<file path="config.mk">
export PLATFORM = sky130hd
export DESIGN_NAME = apb_dcnt_timer
export DESIGN_NICKNAME = d
export VERILOG_FILES = /design/src/rtl/apb_dcnt_pkg.sv /design/src/rtl/apb_dcnt_sync.sv /design/src/rtl/apb_dcnt_core.sv /design/src/rtl/apb_dcnt_regs.sv /design/src/rtl/apb_dcnt_timer.sv
export SDC_FILE = /design/constraint.sdc
export NUM_CORES = 1
export LEC_CHECK = 0
export BUFFER_PORTS_ARGS = -buffer_cell sky130_fd_sc_hd__buf_2
export CAP_MARGIN = 10
export CORE_MARGIN = 1.5
export CORE_UTILIZATION = 51
export DETAILED_ROUTE_END_ITERATION = 10
export HOLD_SLACK_MARGIN = 0.02
export PLACE_DENSITY = 0.75
export RECOVER_POWER = 25
export SYNTH_ARGS = -nofsm -noshare
export SYNTH_HDL_FRONTEND = slang
export SYNTH_SLANG_ARGS = --single-unit
</file>
<file path="constraint.sdc">
create_clock -name clk -period 2.5 [get_ports clk]
set_input_delay 0.125 -clock clk [delete_from_list [all_inputs] [get_ports clk]]
set_output_delay 0.125 -clock clk [all_outputs]
set_load 0.02 [all_outputs]
</file>
<file path="src/rtl/apb_dcnt_pkg.sv">
package apb_dcnt_pkg;

    localparam int unsigned BUS_W  = 32;
    localparam int unsigned ADDR_W = 12;

    localparam logic [ADDR_W-1:0] OFS_CTRL    = 12'h000;
    localparam logic [ADDR_W-1:0] OFS_COUNT   = 12'h004;
    localparam logic [ADDR_W-1:0] OFS_RELOAD  = 12'h008;
    localparam logic [ADDR_W-1:0] OFS_STATUS  = 12'h00C;
    localparam logic [ADDR_W-1:0] OFS_ID_BASE = 12'hFD0;

    // Control word, bit 3 down to bit 0
    typedef struct packed {
        logic irq_en;
        logic ext_clk;
        logic ext_gate;
        logic run;
    } ctrl_t;

    // One-hot write strobes for the writable words
    typedef struct packed {
        logic ctrl;
        logic count;
        logic reload;
        logic status;
    } wsel_t;

    typedef enum logic [1:0] {
        SRC_PCLK = 2'd0,
        SRC_GATE = 2'd1,
        SRC_EDGE = 2'd2
    } tsrc_e;

    // Edge mode has priority over gate mode
    function automatic tsrc_e pick_src(ctrl_t c);
        if (c.ext_clk)       return SRC_EDGE;
        else if (c.ext_gate) return SRC_GATE;
        else                 return SRC_PCLK;
    endfunction

    // Identification byte for a byte offset measured from OFS_ID_BASE
    function automatic logic [7:0] id_byte(logic [ADDR_W-1:0] off);
        case (off)
            12'h000: return 8'h03;
            12'h010: return 8'h6A;
            12'h014: return 8'hC4;
            12'h018: return 8'h1E;
            12'h020: return 8'h3C;
            12'h024: return 8'hA5;
            12'h028: return 8'h5A;
            12'h02C: return 8'hC3;
            default: return 8'h00;
        endcase
    endfunction

endpackage

</file>
<file path="src/rtl/apb_dcnt_sync.sv">
module apb_dcnt_sync #(
    parameter int unsigned STAGES = 2
) (
    input  logic clk,
    input  logic rst,
    input  logic async_in,
    output logic lvl,
    output logic rise
);
    // chain[STAGES-1] is the synchronised level, chain[STAGES] its delayed copy
    logic [STAGES:0] chain;

    for (genvar i = 0; i <= STAGES; i++) begin : g_stage
        if (i == 0) begin : g_first
            always_ff @(posedge clk) begin
                if (rst) chain[i] <= 1'b0;
                else     chain[i] <= async_in;
            end
        end else begin : g_next
            always_ff @(posedge clk) begin
                if (rst) chain[i] <= 1'b0;
                else     chain[i] <= chain[i-1];
            end
        end
    end

    assign lvl  = chain[STAGES-1];
    assign rise = chain[STAGES-1] & ~chain[STAGES];

    AST_RISE_SINGLE: assert property (@(posedge clk) disable iff (rst)
        rise |=> !rise);

endmodule

</file>
<file path="src/rtl/apb_dcnt_core.sv">
module apb_dcnt_core
    import apb_dcnt_pkg::*;
#(
    parameter int unsigned CNT_W = 32
) (
    input  logic             clk,
    input  logic             rst,
    input  ctrl_t            ctrl,
    input  logic             ext_lvl,
    input  logic             ext_rise,
    input  wsel_t            wsel,
    input  logic [CNT_W-1:0] wval,
    input  logic [CNT_W-1:0] reload,
    input  logic             clr_req,
    output logic [CNT_W-1:0] cnt,
    output logic             pending
);
    localparam logic [CNT_W-1:0] ONE = CNT_W'(1);

    logic tick;
    logic load;
    logic hit_zero;

    always_comb begin
        case (pick_src(ctrl))
            SRC_EDGE: tick = ctrl.run & ext_rise;
            SRC_GATE: tick = ctrl.run & ext_lvl;
            default:  tick = ctrl.run;
        endcase
    end

    assign load     = wsel.count | wsel.reload;
    assign hit_zero = tick & ~load & (cnt == ONE);

    always_ff @(posedge clk) begin
        if (rst) begin
            cnt <= '0;
        end else if (load) begin
            cnt <= wval;
        end else if (tick) begin
            cnt <= (cnt == '0) ? reload : cnt - ONE;
        end
    end

    always_ff @(posedge clk) begin
        if (rst) begin
            pending <= 1'b0;
        end else if (hit_zero & ctrl.irq_en) begin
            pending <= 1'b1;
        end else if (clr_req) begin
            pending <= 1'b0;
        end
    end

    AST_STEP_DOWN: assert property (@(posedge clk) disable iff (rst)
        (tick && !load && cnt > ONE) |=> cnt == $past(cnt) - ONE);

    AST_DWELL_RELOAD: assert property (@(posedge clk) disable iff (rst)
        (tick && !load && cnt == '0) |=> cnt == $past(reload));

    AST_HOLD_IDLE: assert property (@(posedge clk) disable iff (rst)
        (!tick && !load) |=> $stable(cnt));

    AST_LOAD_WINS: assert property (@(posedge clk) disable iff (rst)
        load |=> cnt == $past(wval));

    AST_PEND_SOURCE: assert property (@(posedge clk) disable iff (rst)
        $rose(pending) |-> ($past(cnt) == ONE && cnt == '0 && $past(ctrl.irq_en)));

    AST_CLEAR: assert property (@(posedge clk) disable iff (rst)
        (clr_req && cnt != ONE) |=> !pending);

endmodule

</file>
<file path="src/rtl/apb_dcnt_regs.sv">
module apb_dcnt_regs
    import apb_dcnt_pkg::*;
#(
    parameter int unsigned CNT_W = 32
) (
    input  logic              clk,
    input  logic              rst,
    input  logic              psel,
    input  logic              penable,
    input  logic              pwrite,
    input  logic [ADDR_W-1:0] paddr,
    input  logic [BUS_W-1:0]  pwdata,
    input  logic [CNT_W-1:0]  cnt,
    input  logic              pending,
    output logic [BUS_W-1:0]  prdata,
    output ctrl_t             ctrl,
    output logic [CNT_W-1:0]  reload,
    output wsel_t             wsel,
    output logic [CNT_W-1:0]  wval,
    output logic              clr_req
);
    logic              wr;
    logic              is_id;
    logic [ADDR_W-1:0] id_off;

    assign wr     = psel & penable & pwrite;
    assign is_id  = (paddr >= OFS_ID_BASE) && (paddr[1:0] == 2'b00);
    assign id_off = paddr - OFS_ID_BASE;

    assign wsel.ctrl   = wr && (paddr == OFS_CTRL);
    assign wsel.count  = wr && (paddr == OFS_COUNT);
    assign wsel.reload = wr && (paddr == OFS_RELOAD);
    assign wsel.status = wr && (paddr == OFS_STATUS);

    assign wval    = pwdata[CNT_W-1:0];
    assign clr_req = wsel.status & pwdata[0];

    always_ff @(posedge clk) begin
        if (rst) begin
            ctrl   <= '0;
            reload <= '0;
        end else begin
            if (wsel.ctrl)   ctrl   <= ctrl_t'(pwdata[3:0]);
            if (wsel.reload) reload <= pwdata[CNT_W-1:0];
        end
    end

    always_comb begin
        prdata = '0;
        if (psel) begin
            case (paddr)
                OFS_CTRL:   prdata = BUS_W'(ctrl);
                OFS_COUNT:  prdata = BUS_W'(cnt);
                OFS_RELOAD: prdata = BUS_W'(reload);
                OFS_STATUS: prdata = BUS_W'(pending);
                default:    prdata = is_id ? BUS_W'(id_byte(id_off)) : '0;
            endcase
        end
    end

    AST_RELOAD_CAPTURE: assert property (@(posedge clk) disable iff (rst)
        wsel.reload |=> reload == $past(pwdata[CNT_W-1:0]));

    AST_CTRL_KEEP: assert property (@(posedge clk) disable iff (rst)
        !wsel.ctrl |=> $stable(ctrl));

endmodule

</file>
<file path="src/rtl/apb_dcnt_timer.sv">
module apb_dcnt_timer
    import apb_dcnt_pkg::*;
#(
    parameter int unsigned CNT_W       = 32,
    parameter int unsigned SYNC_STAGES = 2
) (
    input  logic              clk,
    input  logic              rst,
    input  logic              psel,
    input  logic              penable,
    input  logic              pwrite,
    input  logic [ADDR_W-1:0] paddr,
    input  logic [BUS_W-1:0]  pwdata,
    output logic [BUS_W-1:0]  prdata,
    output logic              pready,
    output logic              pslverr,
    input  logic              ext_in,
    output logic              irq
);
    ctrl_t            ctrl;
    wsel_t            wsel;
    logic [CNT_W-1:0] wval;
    logic [CNT_W-1:0] reload;
    logic [CNT_W-1:0] cnt;
    logic             clr_req;
    logic             pending;
    logic             ext_lvl;
    logic             ext_rise;

    apb_dcnt_sync #(.STAGES(SYNC_STAGES)) sync_i (
        .clk      (clk),
        .rst      (rst),
        .async_in (ext_in),
        .lvl      (ext_lvl),
        .rise     (ext_rise)
    );

    apb_dcnt_regs #(.CNT_W(CNT_W)) regs_i (
        .clk     (clk),
        .rst     (rst),
        .psel    (psel),
        .penable (penable),
        .pwrite  (pwrite),
        .paddr   (paddr),
        .pwdata  (pwdata),
        .cnt     (cnt),
        .pending (pending),
        .prdata  (prdata),
        .ctrl    (ctrl),
        .reload  (reload),
        .wsel    (wsel),
        .wval    (wval),
        .clr_req (clr_req)
    );

    apb_dcnt_core #(.CNT_W(CNT_W)) core_i (
        .clk      (clk),
        .rst      (rst),
        .ctrl     (ctrl),
        .ext_lvl  (ext_lvl),
        .ext_rise (ext_rise),
        .wsel     (wsel),
        .wval     (wval),
        .reload   (reload),
        .clr_req  (clr_req),
        .cnt      (cnt),
        .pending  (pending)
    );

    assign pready  = 1'b1;
    assign pslverr = 1'b0;
    assign irq     = pending;

    AST_IRQ_HOLD: assert property (@(posedge clk) disable iff (rst)
        (irq && !(psel && penable && pwrite && paddr == OFS_STATUS)) |=> irq);

endmodule

</file>
## Yosys cells after proc, flatten, opt, wreduce, memory -nomap -nowiden

Cells that the tools add are included.

| storage, ports and cells | value |
|---|---|
| bits in registers | 72 |
| bits of input ports | 50 |
| output and inout port bits | 35 |

| operators by class | value |
|---|---|
| order comparisons | 1 |
| add/sub/neg operators | 2 |
| bitwise gates (word level) | 12 |
| muxes and demuxes | 12 |
| reductions and logical operators | 11 |
| eq/ne operators | 13 |

Operator list:

| kind | count |
|---|---|
| $mux W32 | 4 |
| $pmux W32 S4 | 1 |
| $pmux W8 S8 | 1 |
| $eq A12 B6 Y1 const B | 4 |
| $eq A12 B5 Y1 const B | 3 |
| $eq A32 B1 Y1 const B | 1 |
| $logic_not A32 Y1 | 1 |
| $sub A32 B1 Y32 const B | 1 |
| $eq A12 B4 Y1 const B | 2 |
| $logic_not A12 Y1 | 2 |
| $eq A12 B3 Y1 const B | 1 |
| $ge A12 B12 Y1 const B | 1 |
| $sub A12 B12 Y12 const B | 1 |
| $and A1 B1 Y1 | 9 |
| $mux W8 | 1 |
| $logic_and A1 B1 Y1 | 5 |
| $reduce_bool A2 Y1 | 2 |
| $mux W1 | 3 |
| $eq A2 B1 Y1 const B | 1 |
| $eq A2 B2 Y1 const B | 1 |
| $logic_not A2 Y1 | 1 |
| $mux W2 | 1 |
| $not A1 Y1 | 2 |
| $pmux W1 S2 | 1 |
| $or A1 B1 Y1 | 1 |

## Depth between registers and ports, before layout

| logic depth | value |
|---|---|
| word-level depth | 9 |
| gate-level depth with buffers | 9 |

## By module

A second synthesis with hierarchy kept.

| second synthesis, totals | value |
|---|---|
| cells, all modules | 639 |
| area, all modules | 4,847.1 µm² |

Modules (own cells, without submodules):

| module | area each (µm²) | cells each | seq. area each (µm²) | instances |
|---|---|---|---|---|
| apb_dcnt_core | 2,373.5 | 308 | 660.6 | 1 |
| apb_dcnt_regs | 2,363.5 | 320 | 720.7 | 1 |
| apb_dcnt_sync | 87.6 | 7 | 60.1 | 1 |
| apb_dcnt_timer | 22.5 | 4 | 0.0 | 1 |

## Least setup slack after synthesis

No wires, ideal clock.

| timing | value |
|---|---|
| kind | reg-to-reg |
| start point | reg core_i.cnt[12] |
| end point | reg core_i.cnt[29] |
| period minus slack after synthesis | 2,473 ps |
| setup slack | 27 ps |
| cell stages (with the launch flop) | 9 |
| setup time | 130 ps |
| data arrival time | 2,344 ps |
| path through | dfxtp_1 -> buf_6 -> or4_4 -> buf_6 -> or4_4 -> buf_6 -> o41a_1 -> a311oi_1 -> o22ai_1 |

| on the way | value |
|---|---|
| cells in the longest elaborated chain, start to end | 4 |

RTL lines:

| item | RTL line | RTL |
|---|---|---|
| start, declared | apb_dcnt_core.sv:15 | `output logic [CNT_W-1:0] cnt,` |
| start signal, assigned | apb_dcnt_core.sv:39 | `cnt <= wval;` |
| start signal, assigned | apb_dcnt_core.sv:41 | `cnt <= (cnt == '0) ? reload : cnt - ONE;` |
| $sub A32 B1 Y32 / $logic_not A32 Y1 (equally long branches) | apb_dcnt_core.sv:41 |  |
| $mux W32 * | apb_dcnt_core.sv:41 |  |
| $mux W32 * | apb_dcnt_core.sv:40 | `end else if (tick) begin` |
| $mux W32 * | apb_dcnt_core.sv:38 | `end else if (load) begin` |

Mark *: on every way between the ends. The rest lies on a longest branch, timed or not. The select of a mux whose other input is x is not followed.
A chain may end at the register's enable or synchronous reset.

## Worst setup path in the final report

| timing | value |
|---|---|
| start point | reg core_i.cnt[16] |
| end point | reg core_i.cnt[24] |

Same word-level chain as after synthesis.

==> qor.txt <==
status: finished clean
switch share: 0.257
vias in the first global route: 5357
drt wl/cell: 18.9 um
Vias: 5637
ant diodes: 0
Final Cell Area: 5950 um2
fraction of layout cells with a size suffix above 1: 0.234
Synthesis Warnings: 0
power share of the clock group: 0.432
core area: 9240 um2
Clock Latency Late Sink: 0.36 ns
Worst setup SP type: flip-flop
Clk pin slew, worst setup/hold paths: 0.09 ns
power per cell area: 391 nW/um2
Die Area: 10100 um2
DRT Wirelength: 16.7 mm
CTS root buf: clkbuf_8
pin count of the biggest net entering global routing: 35
Hold WC Path Type: input pin to flip-flop
setup_tns: 0 ns
Final Hold Vio Count: 0
Die H: 101 um
Synth Register Bits: 72
worst reg2reg setup slack: 0.08 ns
Cell Area, Placed: 5570 um2
Required @ worst endpoint: 2.76 ns
P&R area growth vs syn: 22.4%
Post-Syn Area: 4860 um2
global-route usage over all layers: 0.331
Max VDD drop: 0.267 mV
die span in x: 101 um
drt pass-1 iters: 5
max-slew violations: 0
Row Count: 35
CTS H-Tree Depth: 3
Comb pwr share: 0.074
Final period util: 0.970
RSZ-0062 raised after global routing: false
top cell type's share of synthesized area: 0.297
clk_skew: 0.00851 ns
Num CTS Buffers: 9
CP Capture Type: flip-flop
Post-DP HPWL: 11.1 mm
slew margin rel.: 0.402
total grt overflow: 0
Worst Setup Path Type: flip-flop to flip-flop
post-route ant nets: 0
number of distinct library cells after synthesis: 64
Post CTS Setup Buffer Count: 0
# DRC: 0
Bufs on Longest Clock Path: 2
Avg Inst Size Synth: 7.49 um2
reg2reg start: core_i.cnt[16]
Final Power: 0.00232 W
final-stage net count: 801
Max-Cap Viols: 0
CTS tree: built
crit path max fanout: 5
first-pass GRT wire length: 26.5 mm
Tightest Pin Transition: 0.897 ns
worst r2r path cells: 5
gpl congestion: 0.889
fin crit period: 2.42 ns
Worst setup startpoint: core_i.cnt[16]
Starting Density: 0.526
initial antenna violation count: 0
cell-internal power: 0.00173 W
sequential share of power: 0.494
Filler cells: 836
Mapped Cells: 649
# setup viols final: 0
top post-synthesis cells by count: nand2_1 (88), dfxtp_1 (72), a21oi_1 (69)
Async S/R FF share, synth: 0
# port buffers: 82
TritonCTS Sinks: 72
CP endpoint: core_i.cnt[24]
vias per cell: 6.39
Iter 0 DRT Violations: 505
cell taking the most area after synthesis: dfxtp_1
LEAKAGE: 2.36 nW
most common cell in the netlist: nand2_1
ys flop type: dfxtp_1
sequential share of the synthesized area: 0.297
number of synthesized flops with an enable pin: 0
Area contributors post-synth: dfxtp_1 (30%), a21oi_1 (7.1%), nand2_1 (6.8%)
I/O pin cnt: 85
Max Clk Rate: 413 MHz
Hold Crit Depth: 3
syn_nets: 702
P_sw: 0.000598 W
Worst EP arrival: 2.68 ns
RR Endpoint: core_i.cnt[24]
## what timing repair did
| item | CTS | global route |
|---|---|---|
| hold buffers | 17 | 0 |
| gates resized for setup | 0 | 4 |
| endpoints found under the setup margin | 0 | 8 |
| hold endpoints to repair | 17 | 0 |
## cells by family after synthesis
group / count (synthesis) / share of synthesized area
other: 2 / 0.00154
adders and majority gates: 3 / 0.00772
DFF: 72 / 0.297
buffers and inverters: 68 / 0.0682
AOI/OAI and AO/OA: 214 / 0.306
and+or+nand+nor: 267 / 0.277
muxes: 7 / 0.0149
xor gates and xnor gates: 16 / 0.0288
## critical path: stages (launching register included)
cell and delay [ns]:
dfxtp_1 0.32, or4_4 0.57, or4_2 0.76, nor3_1 0.27, xor2_1 0.10, a221o_1 0.30
## placed cells by master, fill, tap and decap left out, types with 17 or more instances in the layout
cell type | synthesis | final
nand2_1 | 88 | 88
nor3_1 | 23 | 24
a21oi_1 | 69 | 69
o21ai_0 | 20 | 20
a22oi_1 | 28 | 28
dfxtp_1 | 72 | 72
nor2_1 | 60 | 59
buf_2 | 12 | 80
buf_4 | 3 | 43
o211a_1 | 19 | 19
dlygate4sd3_1 | 0 | 17
## routing by layer
layer | part of all wire | up-vias | global-route usage
met4 | 0.038 | 0 | 0.165
li1 | - | 2608 | -
met3 | 0.091 | 64 | 0.0451
met1 | 0.39 | 2606 | 0.415
met5 | 0 | - | 0
met2 | 0.48 | 359 | 0.557
## power groups by stage
| stage | Sequential, W | Clock (W) | Combinational [W] |
|---|---|---|---|
| 2_1_floorplan | 0.00118 | 0 | 0.0000737 |
| 3_3_place_gp | 0.00118 | 0 | 0.000147 |
| 3_5_place_dp | 0.00118 | 0 | 0.000149 |
| 4_1_cts | 0.00115 | 0.000995 | 0.000170 |
| 5_1_grt | 0.00115 | 0.00105 | 0.000184 |
| 6_report | 0.00115 | 0.00100 | 0.000173 |
## stage by stage
| stage | hold slack (ns) | instances | utilization | setup WS, ns |
|---|---|---|---|---|
| finish | 0.0167 | 882 | 0.644 | 0.0759 |
| detailed placement | 0.344 | 848 | 0.602 | 0.0820 |
| global route | 0.0269 | 882 | 0.644 | 0.0278 |
| CTS | 0.0201 | 881 | 0.643 | 0.0740 |
| global placement | 0.333 | 848 | 0.602 | 0.123 |
| floorplan | 0.253 | 649 | - | 0.0265 |
## area by class of cell
cell class | count | area [um2] | area share
sequential | 72 | 1440 | 0.242
clock buffer | 11 | 151 | 0.0254
tap | 129 | 161 | 0.0271
inverter | 7 | 26.3 | 0.00442
timing repair buffer | 148 | 975 | 0.164
clock inverter | 5 | 55.1 | 0.00925
multi-input combinational | 510 | 3140 | 0.528
## flip-flops by register name, summed over array words and instances (netlist names)
register / flops
regs_i.ctrl: 4
regs_i.reload: 32
core_i.pending: 1
sync_i.chain: 2
core_i.cnt: 32
sync_i.lvl: 1
## worst min path at each step
stage | from | end
after floorplan | ext_in | sync_i.chain[0]
after global placement | ext_in | sync_i.chain[0]
after detailed placement | ext_in | sync_i.chain[0]
after CTS | pwdata[4] | regs_i.reload[4]
after global routing | pwdata[4] | regs_i.reload[4]
final | pwdata[4] | regs_i.reload[4]
Power figures use the tool's default switching activity.
